### src/rtl/errpin_pkg.sv
package errpin_pkg;
  localparam logic [3:0] KEY_RELEASE = 4'h5;
  localparam logic [3:0] KEY_FORCE   = 4'hA;
  localparam int         KEY_W       = 4;

  typedef enum logic [1:0] {
    ADDR_ENABLE = 2'd0,
    ADDR_STATUS = 2'd1,
    ADDR_LTIME  = 2'd2,
    ADDR_KEY    = 2'd3
  } reg_addr_e;

  typedef enum logic [1:0] {
    PS_IDLE  = 2'd0,
    PS_ERR   = 2'd1,
    PS_FORCE = 2'd2
  } pin_state_e;
endpackage

### src/rtl/errpin_regs.sv
module errpin_regs
  import errpin_pkg::*;
#(
  parameter int NUM_CH     = 8,
  parameter int LT_W       = 16,
  parameter int LT_DEFAULT = 16,
  parameter int DW         = 32
) (
  input  logic              clk,
  input  logic              por_n,
  input  logic              warm_rst_n,
  input  logic              wr_en,
  input  logic [1:0]        addr,
  input  logic [DW-1:0]     wdata,
  input  logic [NUM_CH-1:0] err_in,
  input  logic              pin_level,
  output logic [DW-1:0]     rdata,
  output logic [NUM_CH-1:0] en_mask,
  output logic [LT_W-1:0]   lt_reload,
  output logic              key_wr,
  output logic [KEY_W-1:0]  key_val
);
  localparam int PIN_BIT = DW - 1;

  logic [NUM_CH-1:0] en_q;
  logic [NUM_CH-1:0] flags_q;
  logic [LT_W-1:0]   lt_q;
  logic [KEY_W-1:0]  key_q;
  logic              any_rst;
  logic              sts_wr;
  logic [NUM_CH-1:0] clr_mask;
  logic              unused_wdata;

  // new flags: errors set, write-one clears, a set in the same cycle wins
  function automatic logic [NUM_CH-1:0] flag_next(input logic [NUM_CH-1:0] cur,
                                                  input logic [NUM_CH-1:0] set,
                                                  input logic [NUM_CH-1:0] clr);
    return (cur & ~clr) | set;
  endfunction

  assign any_rst      = !por_n || !warm_rst_n;
  assign sts_wr       = wr_en && (addr == ADDR_STATUS);
  assign clr_mask     = sts_wr ? wdata[NUM_CH-1:0] : '0;
  assign key_wr       = wr_en && (addr == ADDR_KEY);
  assign key_val      = wdata[KEY_W-1:0];
  assign unused_wdata = ^wdata;

  always_ff @(posedge clk) begin
    if (any_rst) begin
      en_q    <= '0;
      flags_q <= '0;
      lt_q    <= LT_W'(LT_DEFAULT);
      key_q   <= '0;
    end else begin
      flags_q <= flag_next(flags_q, err_in, clr_mask);
      if (wr_en && addr == ADDR_ENABLE) en_q  <= wdata[NUM_CH-1:0];
      if (wr_en && addr == ADDR_LTIME)  lt_q  <= wdata[LT_W-1:0];
      if (key_wr)                       key_q <= key_val;
    end
  end

  always_comb begin
    rdata = '0;
    case (addr)
      ADDR_ENABLE: rdata[NUM_CH-1:0] = en_q;
      ADDR_STATUS: begin
        rdata[NUM_CH-1:0] = flags_q;
        rdata[PIN_BIT]    = pin_level;
      end
      ADDR_LTIME:  rdata[LT_W-1:0]  = lt_q;
      default:     rdata[KEY_W-1:0] = key_q;
    endcase
  end

  assign en_mask   = en_q;
  assign lt_reload = lt_q;

  // every channel error leaves its flag set
  a_r2_flag_set: assert property (@(posedge clk) disable iff (any_rst)
    (|err_in) |=> ((flags_q & $past(err_in)) == $past(err_in)));

  // written ones clear flags unless an error re-sets them
  a_r3_w1c_clears: assert property (@(posedge clk) disable iff (any_rst)
    sts_wr |=> ((flags_q & $past(clr_mask & ~err_in)) == '0));

  // reload register only changes through its own address
  a_r10_reload_stable: assert property (@(posedge clk) disable iff (any_rst)
    !(wr_en && addr == ADDR_LTIME) |=> $stable(lt_q));
endmodule

### src/rtl/errpin_timer.sv
module errpin_timer #(
  parameter int LT_W = 16
) (
  input  logic            clk,
  input  logic            por_n,
  input  logic            warm_rst_n,
  input  logic            load,
  input  logic [LT_W-1:0] reload,
  output logic            cnt_zero
);
  logic [LT_W-1:0] cnt_q;
  logic            any_rst;

  // one countdown step that saturates at zero
  function automatic logic [LT_W-1:0] count_step(input logic [LT_W-1:0] cur);
    return (cur == '0) ? cur : cur - LT_W'(1);
  endfunction

  assign any_rst = !por_n || !warm_rst_n;

  always_ff @(posedge clk) begin
    if (any_rst)   cnt_q <= '0;
    else if (load) cnt_q <= reload;
    else           cnt_q <= count_step(cnt_q);
  end

  assign cnt_zero = (cnt_q == '0);

  // each error event reloads the counter
  a_r5_reload: assert property (@(posedge clk) disable iff (any_rst)
    load |=> (cnt_q == $past(reload)));

  // counter holds at zero
  a_r10_hold_zero: assert property (@(posedge clk) disable iff (any_rst)
    (!load && cnt_zero) |=> cnt_zero);

  // counter steps down by one while running
  a_r4_step: assert property (@(posedge clk) disable iff (any_rst)
    (!load && !cnt_zero) |=> (cnt_q == $past(cnt_q) - LT_W'(1)));
endmodule

### src/rtl/errpin_fsm.sv
module errpin_fsm
  import errpin_pkg::*;
(
  input  logic             clk,
  input  logic             por_n,
  input  logic             warm_rst_n,
  input  logic             err_hit,
  input  logic             key_wr,
  input  logic [KEY_W-1:0] key_val,
  input  logic             cnt_zero,
  output logic             load,
  output logic             pin_n
);
  pin_state_e st_q, st_d;
  logic       pin_q, pin_d;
  logic       pend_q, pend_d;
  logic       any_rst;
  logic       err_evt;
  logic       key_rel_wr;
  logic       force_ok;
  logic       force_exit;
  logic       rel_ok;

  assign any_rst    = !por_n || !warm_rst_n;
  assign err_evt    = err_hit && (st_q != PS_FORCE);
  assign key_rel_wr = key_wr && (key_val == KEY_RELEASE);
  assign force_ok   = key_wr && (key_val == KEY_FORCE) && (st_q == PS_IDLE) && !err_hit;
  assign force_exit = key_wr && (key_val != KEY_FORCE) && (st_q == PS_FORCE);
  assign rel_ok     = (st_q == PS_ERR) && !err_hit && cnt_zero && (pend_q || key_rel_wr);

  always_comb begin
    st_d   = st_q;
    pin_d  = pin_q;
    pend_d = pend_q;
    case (st_q)
      PS_IDLE: begin
        if (err_evt) begin
          st_d   = PS_ERR;
          pin_d  = 1'b0;
          pend_d = 1'b0;
        end else if (force_ok) begin
          st_d  = PS_FORCE;
          pin_d = 1'b0;
        end
      end
      PS_ERR: begin
        if (err_evt) begin
          pend_d = 1'b0;
        end else if (rel_ok) begin
          st_d   = PS_IDLE;
          pin_d  = 1'b1;
          pend_d = 1'b0;
        end else if (key_rel_wr) begin
          pend_d = 1'b1;
        end
      end
      PS_FORCE: begin
        if (force_exit) begin
          st_d  = PS_IDLE;
          pin_d = 1'b1;
        end
      end
      default: begin
        st_d   = PS_IDLE;
        pend_d = 1'b0;
      end
    endcase
  end

  // state and pending request: both resets
  always_ff @(posedge clk) begin
    if (any_rst) begin
      st_q   <= PS_IDLE;
      pend_q <= 1'b0;
    end else begin
      st_q   <= st_d;
      pend_q <= pend_d;
    end
  end

  // pin level: power-on reset only, warm reset freezes it
  always_ff @(posedge clk) begin
    if (!por_n)          pin_q <= 1'b1;
    else if (warm_rst_n) pin_q <= pin_d;
  end

  assign load  = err_evt;
  assign pin_n = pin_q;

  // enabled error outside forcing mode pulls the pin low
  a_r1_err_low: assert property (@(posedge clk) disable iff (any_rst)
    (err_hit && st_q != PS_FORCE) |=> !pin_q);

  // no release while the counter is still running
  a_r4_no_early_release: assert property (@(posedge clk) disable iff (any_rst)
    (st_q == PS_ERR && !cnt_zero) |=> !pin_q);

  // forcing request refused while an error holds the pin
  a_r6_force_blocked: assert property (@(posedge clk) disable iff (any_rst)
    (st_q == PS_ERR && key_wr && key_val == KEY_FORCE) |=> (st_q != PS_FORCE));

  // forcing mode keeps the pin low
  a_r7_force_low: assert property (@(posedge clk) disable iff (any_rst)
    (st_q == PS_FORCE) |-> !pin_q);

  // warm reset leaves the pin level alone
  a_r9_warm_keeps_pin: assert property (@(posedge clk) disable iff (!por_n)
    !warm_rst_n |=> (pin_q == $past(pin_q)));
endmodule

### src/rtl/errpin_ctrl.sv
module errpin_ctrl
  import errpin_pkg::*;
#(
  parameter int NUM_CH     = 8,
  parameter int LT_W       = 16,
  parameter int LT_DEFAULT = 16,
  parameter int DW         = 32
) (
  input  logic              clk,
  input  logic              por_n,
  input  logic              warm_rst_n,
  input  logic              wr_en,
  input  logic [1:0]        addr,
  input  logic [DW-1:0]     wdata,
  output logic [DW-1:0]     rdata,
  input  logic [NUM_CH-1:0] err_in,
  output logic              err_pin_n
);
  logic [NUM_CH-1:0] en_mask;
  logic [LT_W-1:0]   lt_reload;
  logic              key_wr;
  logic [KEY_W-1:0]  key_val;
  logic              err_hit;
  logic              load;
  logic              cnt_zero;
  logic              pin_n;

  assign err_hit   = |(err_in & en_mask);
  assign err_pin_n = pin_n;

  errpin_regs #(
    .NUM_CH(NUM_CH), .LT_W(LT_W), .LT_DEFAULT(LT_DEFAULT), .DW(DW)
  ) i_regs (
    .clk(clk), .por_n(por_n), .warm_rst_n(warm_rst_n),
    .wr_en(wr_en), .addr(addr), .wdata(wdata), .err_in(err_in),
    .pin_level(pin_n), .rdata(rdata), .en_mask(en_mask),
    .lt_reload(lt_reload), .key_wr(key_wr), .key_val(key_val)
  );

  errpin_timer #(.LT_W(LT_W)) i_timer (
    .clk(clk), .por_n(por_n), .warm_rst_n(warm_rst_n),
    .load(load), .reload(lt_reload), .cnt_zero(cnt_zero)
  );

  errpin_fsm i_fsm (
    .clk(clk), .por_n(por_n), .warm_rst_n(warm_rst_n),
    .err_hit(err_hit), .key_wr(key_wr), .key_val(key_val),
    .cnt_zero(cnt_zero), .load(load), .pin_n(pin_n)
  );

  // power-on reset drives the pin high
  a_r8_por_high: assert property (@(posedge clk)
    !por_n |=> err_pin_n);
endmodule

### config.mk
export PLATFORM = sky130hd
export DESIGN_NAME = errpin_ctrl
export DESIGN_NICKNAME = d
export VERILOG_FILES = /design/src/rtl/errpin_pkg.sv /design/src/rtl/errpin_regs.sv /design/src/rtl/errpin_timer.sv /design/src/rtl/errpin_fsm.sv /design/src/rtl/errpin_ctrl.sv
export SDC_FILE = /design/constraint.sdc
export NUM_CORES = 1
export LEC_CHECK = 0
export CAP_MARGIN = 5
export CELL_PAD_IN_SITES_DETAIL_PLACEMENT = 1
export CELL_PAD_IN_SITES_GLOBAL_PLACEMENT = 1
export CORE_AREA = 2 2 87 89
export DETAILED_ROUTE_END_ITERATION = 12
export DIE_AREA = 0 0 89 91
export DONT_BUFFER_PORTS = 1
export PLACE_DENSITY = 0.79
export SLEW_MARGIN = 40
export SYNTH_ARGS = -nofsm -noshare
export SYNTH_HDL_FRONTEND = slang
export SYNTH_SLANG_ARGS = --single-unit
### constraint.sdc
create_clock -name clk -period 2.5 [get_ports clk]
set_input_delay 0.25 -clock clk [delete_from_list [all_inputs] [get_ports clk]]
set_output_delay 0.25 -clock clk [all_outputs]
set_load 0.01 [all_outputs]
==> results of run 1 <==
power breakdown:
group          total, mW  leakage [nW]  internal (mW)  switching [mW]
Clock              0.542        0.0463          0.207           0.335
Combinational       1.58         0.653          0.740           0.843
Sequential          1.11         0.455           1.01           0.106
Total               3.24          1.15           1.95            1.28
sequential cells by signal, summed over array words and instances (netlist names):
name and cells:
i_regs.flags_q 8, i_regs.en_mask 8, i_timer.cnt_q 16, i_fsm.pin_n 1, i_regs.key_q 4, i_fsm.st_q 2
i_fsm.pend_q 1, i_regs.lt_reload 16
path summary, 6_finish.rpt:
kind	endpoint	depth (start not counted)	startpoint	slack, ns
setup / recovery	i_fsm.pin_n	5	i_timer.cnt_q[7]	0.13
setup reg to reg	i_fsm.pin_n	5	i_timer.cnt_q[7]	0.13
hold / removal	i_regs.flags_q[1]	2	err_in[1]	0.04
hold reg to reg	i_regs.lt_reload[14]	2	i_regs.lt_reload[14]	0.48
metal layers:
| metal | wire length, µm | vias up |
|---|---|---|
| met5 | 0 | - |
| li1 | - | 1179 |
| met2 | 3644 | 56 |
| met3 | 352 | 9 |
| met4 | 145 | 0 |
| met1 | 3504 | 1188 |
critical path, delay by kind of cell (launching register included):
family | cells | cell delay [ns]
compound gates | 3 | 0.73
flops | 1 | 0.37
simple gates | 2 | 1.18
cell usage in the layout (no fill, tap or decap), types with 8 or more instances in the layout:
master   Yosys  layout
dfxtp_1     56      56
and2_1      12      12
a21oi_1     37      37
buf_4       15      10
inv_1        8       8
conb_1       1      15
nand3_1      9       9
nand2_1     61      61
mux2i_1     19      19
o21ai_0      9       9
nor2_1      36      36
kinds of logic after synthesis:
| family | share of synthesized area (%) |
|---|---|
| xor+xnor | 3.038 |
| flops | 38.89 |
| simple gates | 24.31 |
| other cells | 0.1301 |
| fa+ha+maj | 2.604 |
| buf+inv | 7.292 |
| mux | 9.722 |
| compound gates | 14.02 |
metrics by stage:
step                      total power, mW  util [%]  hold WS, ns  cells  area (µm²)
final                               3.237     42.74      0.03723    450        3050
after global routing                3.494     42.74      0.03398    450        3050
after CTS                           3.257     42.74      0.03468    450        3050
after detailed placement            2.685     41.39       0.3794    442        2954
after global placement              2.645     41.39       0.3681    442        2954
after floorplan                     2.375         -       0.3674    364        2935
cell usage after synthesis, types with 2 or more instances:
cell type,number
buf_1,3
clkbuf_1,12
nor2b_1,3
a211oi_1,2
inv_1,8
buf_4,15
a21oi_1,37
nor4_1,5
dfxtp_1,56
and2_1,12
mux2i_1,19
or4_4,3
or2_2,2
nand3_1,9
ha_1,6
a22oi_1,7
nor4bb_1,2
xnor2_1,4
nand2_1,61
nand4_1,2
a31oi_1,2
nor2_1,36
nor3_1,7
o21ai_0,9
xor2_1,6
mux4_2,4
cell type report:
type                       instances  area (µm²)
tap                               99       123.9
sequential                        56        1121
fill                             879        4086
clock buffer                       5       68.82
timing repair buffer              10       75.07
clock inverter                     3       27.53
inverter                           8       30.03
multi-input combinational        269        1604
==> results.cfg, run 1 <==
[power_and_ir_drop]
p_per_area_mw_per_mm2 = 1061
leakagePower_nw = 1.154
ir_worst_vdd_uv = 393.5

[run]
drv_cap = 0

[sta]
max_clock_freq_mhz = 422.0
fin_skew_ns = 0.01535
tightest_slew_ns = 0.6720
setup_viol = 0
post-route-period-util_pct = 94.78
hold_viol = 0
maxSlewViolCount = 0
rsz0062_at_grt = no
fin_ws_ns = 0.1306
timing.slew.headroom_pct = 55.20
layout_min_cycle_time_ns = 2.369
setup_tns_ns = 0

[placement]
place_congestion = 0.8235
post-place-ws_ns = 0.1476
dp_hpwl_mm = 5.651
portBuffers = 0

[floorplan]
start_util_pct = 40.39
die-height_um = 91
row_count = 31
die-area_mm2 = 0.008099
core_mm2 = 0.007137
io_pins = 79
die_w_um = 89

[synth]
syn-cell-area_mm2 = 0.002883
synth_top_area_share_pct = 38.89
synth-seq-cells = 56
yosys-top-cells-area = dfxtp_1 39%, nand2_1 7.9%, mux2i_1 6.6%
synth_largest_area_cell = dfxtp_1
synthFlopType = dfxtp_1
syn_inst = 350
synth_warnings = 0
synth-edff-count = 0
avgSynthCellArea_um2 = 8.236
async_reset_ff_share_pct = 0
ys_seq_area_share_pct = 38.89
ys_types = 44

[critical_path]
cp_max_fo = 6
endpoint_kind = flop
slowest_stage = or4_4
cp_slowest_stage_delay_ns = 0.59
crit_chain = or4_4 > or4_4 > o31ai_4 > a31oi_1 > a311o_1
cp.required_ns = 2.72
cp_data_arrival_time_ns = 2.59
critPathKind = reg -> reg
timing.critical_path.mode_cell = or4_4
startpoint_type = flop

[final_layout]
diodes = 0
area.growth.synth_to_final_pct = 5.816
nNetsFinal = 402
drive_gt1_share_pct = 9.117

[grt]
overflow = 0
grt_usage_pct = 19.94
met2_usage_pct = 32.52
antenna_found_initial = 0
met1_usage_pct = 26.39
top_usage_layer = met2
grt_pass1_vias = 2449
grt_max_degree = 21
use_met3_pct = 4.273
grt_pass1_wl_mm = 12.59

[route]
drtIter0Drc = 98
wl_per_cell_um = 16.99
num_vias = 2432
firstDrtPassIters = 4
antenna_left = 0
drc_errors = 0
wl_mm = 7.646
viasPerCell = 5.404

[clocking]
clock_latency_ns = 0.33
cts_setup_buffers = 0
cts_buffers = 5
clockRootBuffer = clkbuf_8
cts.hold.buffers_added = 0
cts_num_sinks = 56
cts.reportedPaths.clkPinSlew_ns = 0.12
clk_path_buf_depth = 2
cts_tree = built
ctsResizeCount = 0
htreeDepth = 2

[run_status]
outcome = finished, final reports clean

[worst_hold_path]
hold_path_class = in -> reg
(Power assumes the default switching activity.)
==> run 2, diff against run 1 <==
--- a/config.mk
+++ b/config.mk
@@ -8,11 +8,11 @@
 export CAP_MARGIN = 5
 export CELL_PAD_IN_SITES_DETAIL_PLACEMENT = 1
 export CELL_PAD_IN_SITES_GLOBAL_PLACEMENT = 1
-export CORE_AREA = 2 2 87 89
+export CORE_AREA = 2 2 74 105
 export DETAILED_ROUTE_END_ITERATION = 12
-export DIE_AREA = 0 0 89 91
+export DIE_AREA = 0 0 76 107
 export DONT_BUFFER_PORTS = 1
-export PLACE_DENSITY = 0.79
+export PLACE_DENSITY = 0.78
 export SLEW_MARGIN = 40
 export SYNTH_ARGS = -nofsm -noshare
 export SYNTH_HDL_FRONTEND = slang
==> run 2 against run 1 <==
Register-to-register slack worse by 0.03 ns; core utilization is 0.25 points lower; critical endpoint unchanged; global-route usage is 0.68 points lower; routed wire length is 0.60% higher; clock-buffer cell count is 3 higher.
==> results.cfg, run 2 (synthesized netlist as in run 1, its figures left out) <==
[run_status]
outcome = finished, final reports clean

[sta]
setup_viol = 0
hold_viol = 0
timing.slew.headroom_pct = 55.52
fin_skew_ns = 0.006166
layout_min_cycle_time_ns = 2.400
maxSlewViolCount = 0
tightest_slew_ns = 0.6672
fin_hold_ws_ns = 0.05759
post-route-period-util_pct = 96.01
rsz0062_at_grt = no
max_clock_freq_mhz = 416.6
setup_tns_ns = 0

[critical_path]
critPathKind = reg -> reg
endpoint_kind = flop
cp_data_arrival_time_ns = 2.60
startpoint_type = flop
cp.required_ns = 2.70
cp_max_fo = 6

[route]
num_vias = 2414
wl_per_cell_um = 17.21
drc_errors = 0
drtIter0Drc = 92
firstDrtPassIters = 4
antenna_left = 0
viasPerCell = 5.400
wl_mm = 7.692

[final_layout]
area.growth.synth_to_final_pct = 5.772
layout_common_cells = 60 x nand2_1, 56 x dfxtp_1, 37 x a21oi_1
fill_cells = 876
diodes = 0
fin_cells = 447
drive_gt1_share_pct = 8.571
final_util_pct = 42.49
multi_input_area_mm2 = 0.001607
layout_commonest_cell = nand2_1
regArea_mm2 = 0.001121
nNetsFinal = 401

[power_and_ir_drop]
finalPower_mw = 3.236
p_per_area_mw_per_mm2 = 1061
leakagePower_nw = 1.155
ir_worst_vdd_uv = 393.8

[clocking]
clock_latency_ns = 0.31
ctsResizeCount = 0
cts.reportedPaths.clkPinSlew_ns = 0.10
cts.hold.buffers_added = 0
cts_setup_buffers = 0
cts_num_sinks = 56
htreeDepth = 2
clk_path_buf_depth = 2
cts_buffers = 5
clockRootBuffer = clkbuf_8
cts_tree = built

[placement]
dp_hpwl_mm = 6.005
dp.cells = 439
place_congestion = 0.8235
portBuffers = 0

[grt]
overflow = 0
grt_usage_pct = 19.26
grt_pass1_vias = 2564
grt_pass1_wl_mm = 12.64
grt_max_degree = 32
antenna_found_initial = 0

[worst_hold_path]
hold_path_class = in -> reg

[floorplan]
die-area_mm2 = 0.008132
io_pins = 79
row_count = 37
die_w_um = 76
die-height_um = 107
core_mm2 = 0.007176
start_util_pct = 40.17

[run]
drv_cap = 0
==> run 2: cell types whose count changed in the layout (fill, tap and decap cells not counted) <==
cell | previous run | this run
buf_12 | 0 | 1
buf_4 | 10 | 8
clkbuf_1 | 0 | 2
clkbuf_8 | 5 | 6
clkinv_4 | 1 | 0
clkinvlp_4 | 1 | 0
inv_8 | 1 | 0
nand2_1 | 61 | 60
nand2_2 | 0 | 1
==> run 2: area by class of cell <==
cell class	instances	area share, %
Clock buffer	8	2.954
Multi-Input combinational cell	269	52.69
Sequential cell	56	36.77
Timing Repair Buffer	9	2.626
Inverter	8	0.9848
Tap cell	97	3.980
==> run 2: stage by stage <==
step	worst slack (ns)	area, µm²
finish	0.09985	3049
global route	0.01991	3049
CTS	0.09398	3049
detailed placement	0.1023	2959
global placement	0.1364	2957
floorplan	0.1156	2935
==> run 2: path summary, 6_finish.rpt <==
path,startpoint,end,slack (ns),cells past startpoint
worst min register to register,i_regs.lt_reload[13],i_regs.lt_reload[13],0.48,2
worst max-delay path,i_timer.cnt_q[7],i_fsm.pin_n,0.1,5
worst max register to register,i_timer.cnt_q[7],i_fsm.pin_n,0.1,5
worst min-delay path,err_in[5],i_regs.flags_q[5],0.06,2
==> run 2: routing by layer <==
metal | GRT usage, % | wire (µm) | vias up
li1 | - | - | 1178
met1 | 20.62 | 2993 | 1185
met2 | 39.29 | 4418 | 44
met3 | 2.189 | 201 | 7
met4 | 5.195 | 78 | 0
met5 | 0 | 0 | -
==> run 2: worst max-delay path: stages (launching register included) <==
cell     delay (ns)
dfxtp_1        0.36
or4_4          0.59
or4_4          0.59
o31ai_4        0.30
a31oi_1        0.12
a311o_1        0.32
==> run 2: power by group <==
part	total (mW)	switching, mW	internal (mW)
Clock	0.518	0.291	0.227
Combinational	1.61	0.865	0.741
Sequential	1.11	0.107	1.01
Total	3.24	1.26	1.97
==> run 3, diff against run 2 <==
--- a/config.mk
+++ b/config.mk
@@ -8,11 +8,13 @@
 export CAP_MARGIN = 5
 export CELL_PAD_IN_SITES_DETAIL_PLACEMENT = 1
 export CELL_PAD_IN_SITES_GLOBAL_PLACEMENT = 1
-export CORE_AREA = 2 2 74 105
+export CORE_AREA = 2 2 73 102
+export CTS_BUF_LIST = sky130_fd_sc_hd__clkbuf_4 sky130_fd_sc_hd__clkbuf_8
 export DETAILED_ROUTE_END_ITERATION = 12
-export DIE_AREA = 0 0 76 107
+export DIE_AREA = 0 0 75 104
 export DONT_BUFFER_PORTS = 1
-export PLACE_DENSITY = 0.78
+export PLACE_DENSITY = 0.81
+export RECOVER_POWER = 50
 export SLEW_MARGIN = 40
 export SYNTH_ARGS = -nofsm -noshare
 export SYNTH_HDL_FRONTEND = slang
==> run 3 against run 2 <==
Final area up 0.12%; via count rose by 0.46%; worst hold slack lost 0.014 ns; critical path depth is 1 higher; highest routed layer unchanged; critical endpoint is now i_fsm.st_q[1]; maximum frequency down 0.36%; global-route usage up 2.0 points; routed wire length fell by 1.8%; combinational power about the same; largest cell class unchanged; die area fell by 4.1%.
==> results.cfg, run 3 (synthesized netlist as in run 1, its figures left out) <==
[run_status]
outcome = finished, final reports clean

[route]
wl_per_cell_um = 16.93
wl_mm = 7.551
antenna_left = 0
drtIter0Drc = 72
drc_errors = 0
num_vias = 2425
firstDrtPassIters = 4
viasPerCell = 5.437

[run]
drv_cap = 0

[sta]
hold_viol = 0
fin_skew_ns = 0.005786
setup_viol = 0
timing.slew.headroom_pct = 40.04
max_clock_freq_mhz = 415.2
post-route-period-util_pct = 96.35
rsz0062_at_grt = no
tightest_slew_ns = 0.8989
layout_min_cycle_time_ns = 2.409
setup_tns_ns = 0
maxSlewViolCount = 0

[final_layout]
final_util_pct = 44.30
drive_gt1_share_pct = 8.547
diodes = 0
layout_common_cells = 61 x nand2_1, 56 x dfxtp_1, 37 x a21oi_1
nNetsFinal = 402
fill_cells = 833
layout_commonest_cell = nand2_1
area.growth.synth_to_final_pct = 5.903

[critical_path]
cp.required_ns = 2.73
endpoint_kind = flop
startpoint_type = flop
cp_max_fo = 6
cp_data_arrival_time_ns = 2.64
rr_worst_depth = 6
critPathKind = reg -> reg

[clocking]
cts_buffers = 5
cts_setup_buffers = 0
htreeDepth = 2
ctsResizeCount = 0
cts.reportedPaths.clkPinSlew_ns = 0.10
clk_path_buf_depth = 2
cts.hold.buffers_added = 0
clock_latency_ns = 0.32
cts_tree = built
cts_num_sinks = 56
clockRootBuffer = clkbuf_8

[power_and_ir_drop]
leakagePower_nw = 1.145
p_per_area_mw_per_mm2 = 1081
ir_worst_vdd_uv = 585.1

[floorplan]
start_util_pct = 41.83
core_mm2 = 0.006892
io_pins = 79
die_w_um = 75
die-height_um = 104
die-area_mm2 = 0.007800
row_count = 36

[placement]
place_congestion = 0.8642
portBuffers = 0
dp_hpwl_mm = 5.631

[grt]
grt_max_degree = 52
grt_usage_pct = 21.28
grt_pass1_wl_mm = 12.86
overflow = 0
antenna_found_initial = 0
grt_pass1_vias = 2675

[worst_hold_path]
hold_depth = 2
hold_path_class = in -> reg
run 3: cell types whose count changed in the layout (fill, tap and decap cells not counted):
cell and delta:
and2_0 +10, nand2_1 +1, bufinv_16 +1, clkinv_2 +1, nand2_2 -1, clkbuf_8 -1, clkinvlp_4 +1, and2_1 -10
buf_12 -1
run 3: report_power, final:
| group | switching (mW) | internal (mW) | total [mW] |
|---|---|---|---|
| Sequential | 0.106 | 1.01 | 1.11 |
| Clock | 0.306 | 0.297 | 0.603 |
| Combinational | 0.847 | 0.737 | 1.58 |
run 3: cell type report:
type / instances / area (µm²) / area share [%]
Clock inverter: 3 / 42.54 / 1.393
Timing Repair Buffer: 10 / 67.56 / 2.213
Tap cell: 95 / 118.9 / 3.893
Sequential cell: 56 / 1121 / 36.72
Inverter: 8 / 30.03 / 0.9836
Multi-Input combinational cell: 269 / 1604 / 52.54
Clock buffer: 5 / 68.82 / 2.254
run 3: stage by stage:
stage / total power, mW / std cells / hold slack (ns) / cell area, µm² / worst slack [ns]
final: 3.300 / 446 / 0.04406 / 3053 / 0.09126
after global routing: 3.568 / 446 / 0.03247 / 3053 / 0.01204
after CTS: 3.324 / 446 / 0.03936 / 3060 / 0.09130
after detailed placement: 2.709 / 438 / 0.3802 / 2949 / 0.1245
after global placement: 2.659 / 438 / 0.3702 / 2949 / 0.1785
after floorplan: 2.375 / 364 / 0.3674 / 2935 / 0.1156
run 3: final timing paths:
check | end | startpoint | slack (ns)
min reg2reg | i_regs.lt_reload[13] | i_regs.lt_reload[13] | 0.48
min | i_regs.flags_q[2] | err_in[2] | 0.04
max | i_fsm.st_q[1] | i_timer.cnt_q[7] | 0.09
max reg2reg | i_fsm.st_q[1] | i_timer.cnt_q[7] | 0.09
run 3: layer usage:
| layer | vias up | global-route usage, % | wire length (µm) |
|---|---|---|---|
| met5 | - | 0 | 0 |
| met4 | 0 | 10.71 | 278 |
| met3 | 16 | 4.264 | 292 |
| met2 | 53 | 37.66 | 4098 |
| met1 | 1180 | 22.84 | 2882 |
| li1 | 1176 | - | - |
run 3: worst max-delay path, stage by stage, from the launching register on:
cell	delay, ns
dfxtp_1	0.37
or4_4	0.59
or4_4	0.59
o31ai_4	0.27
buf_4	0.18
a21oi_1	0.07
a311oi_1	0.25
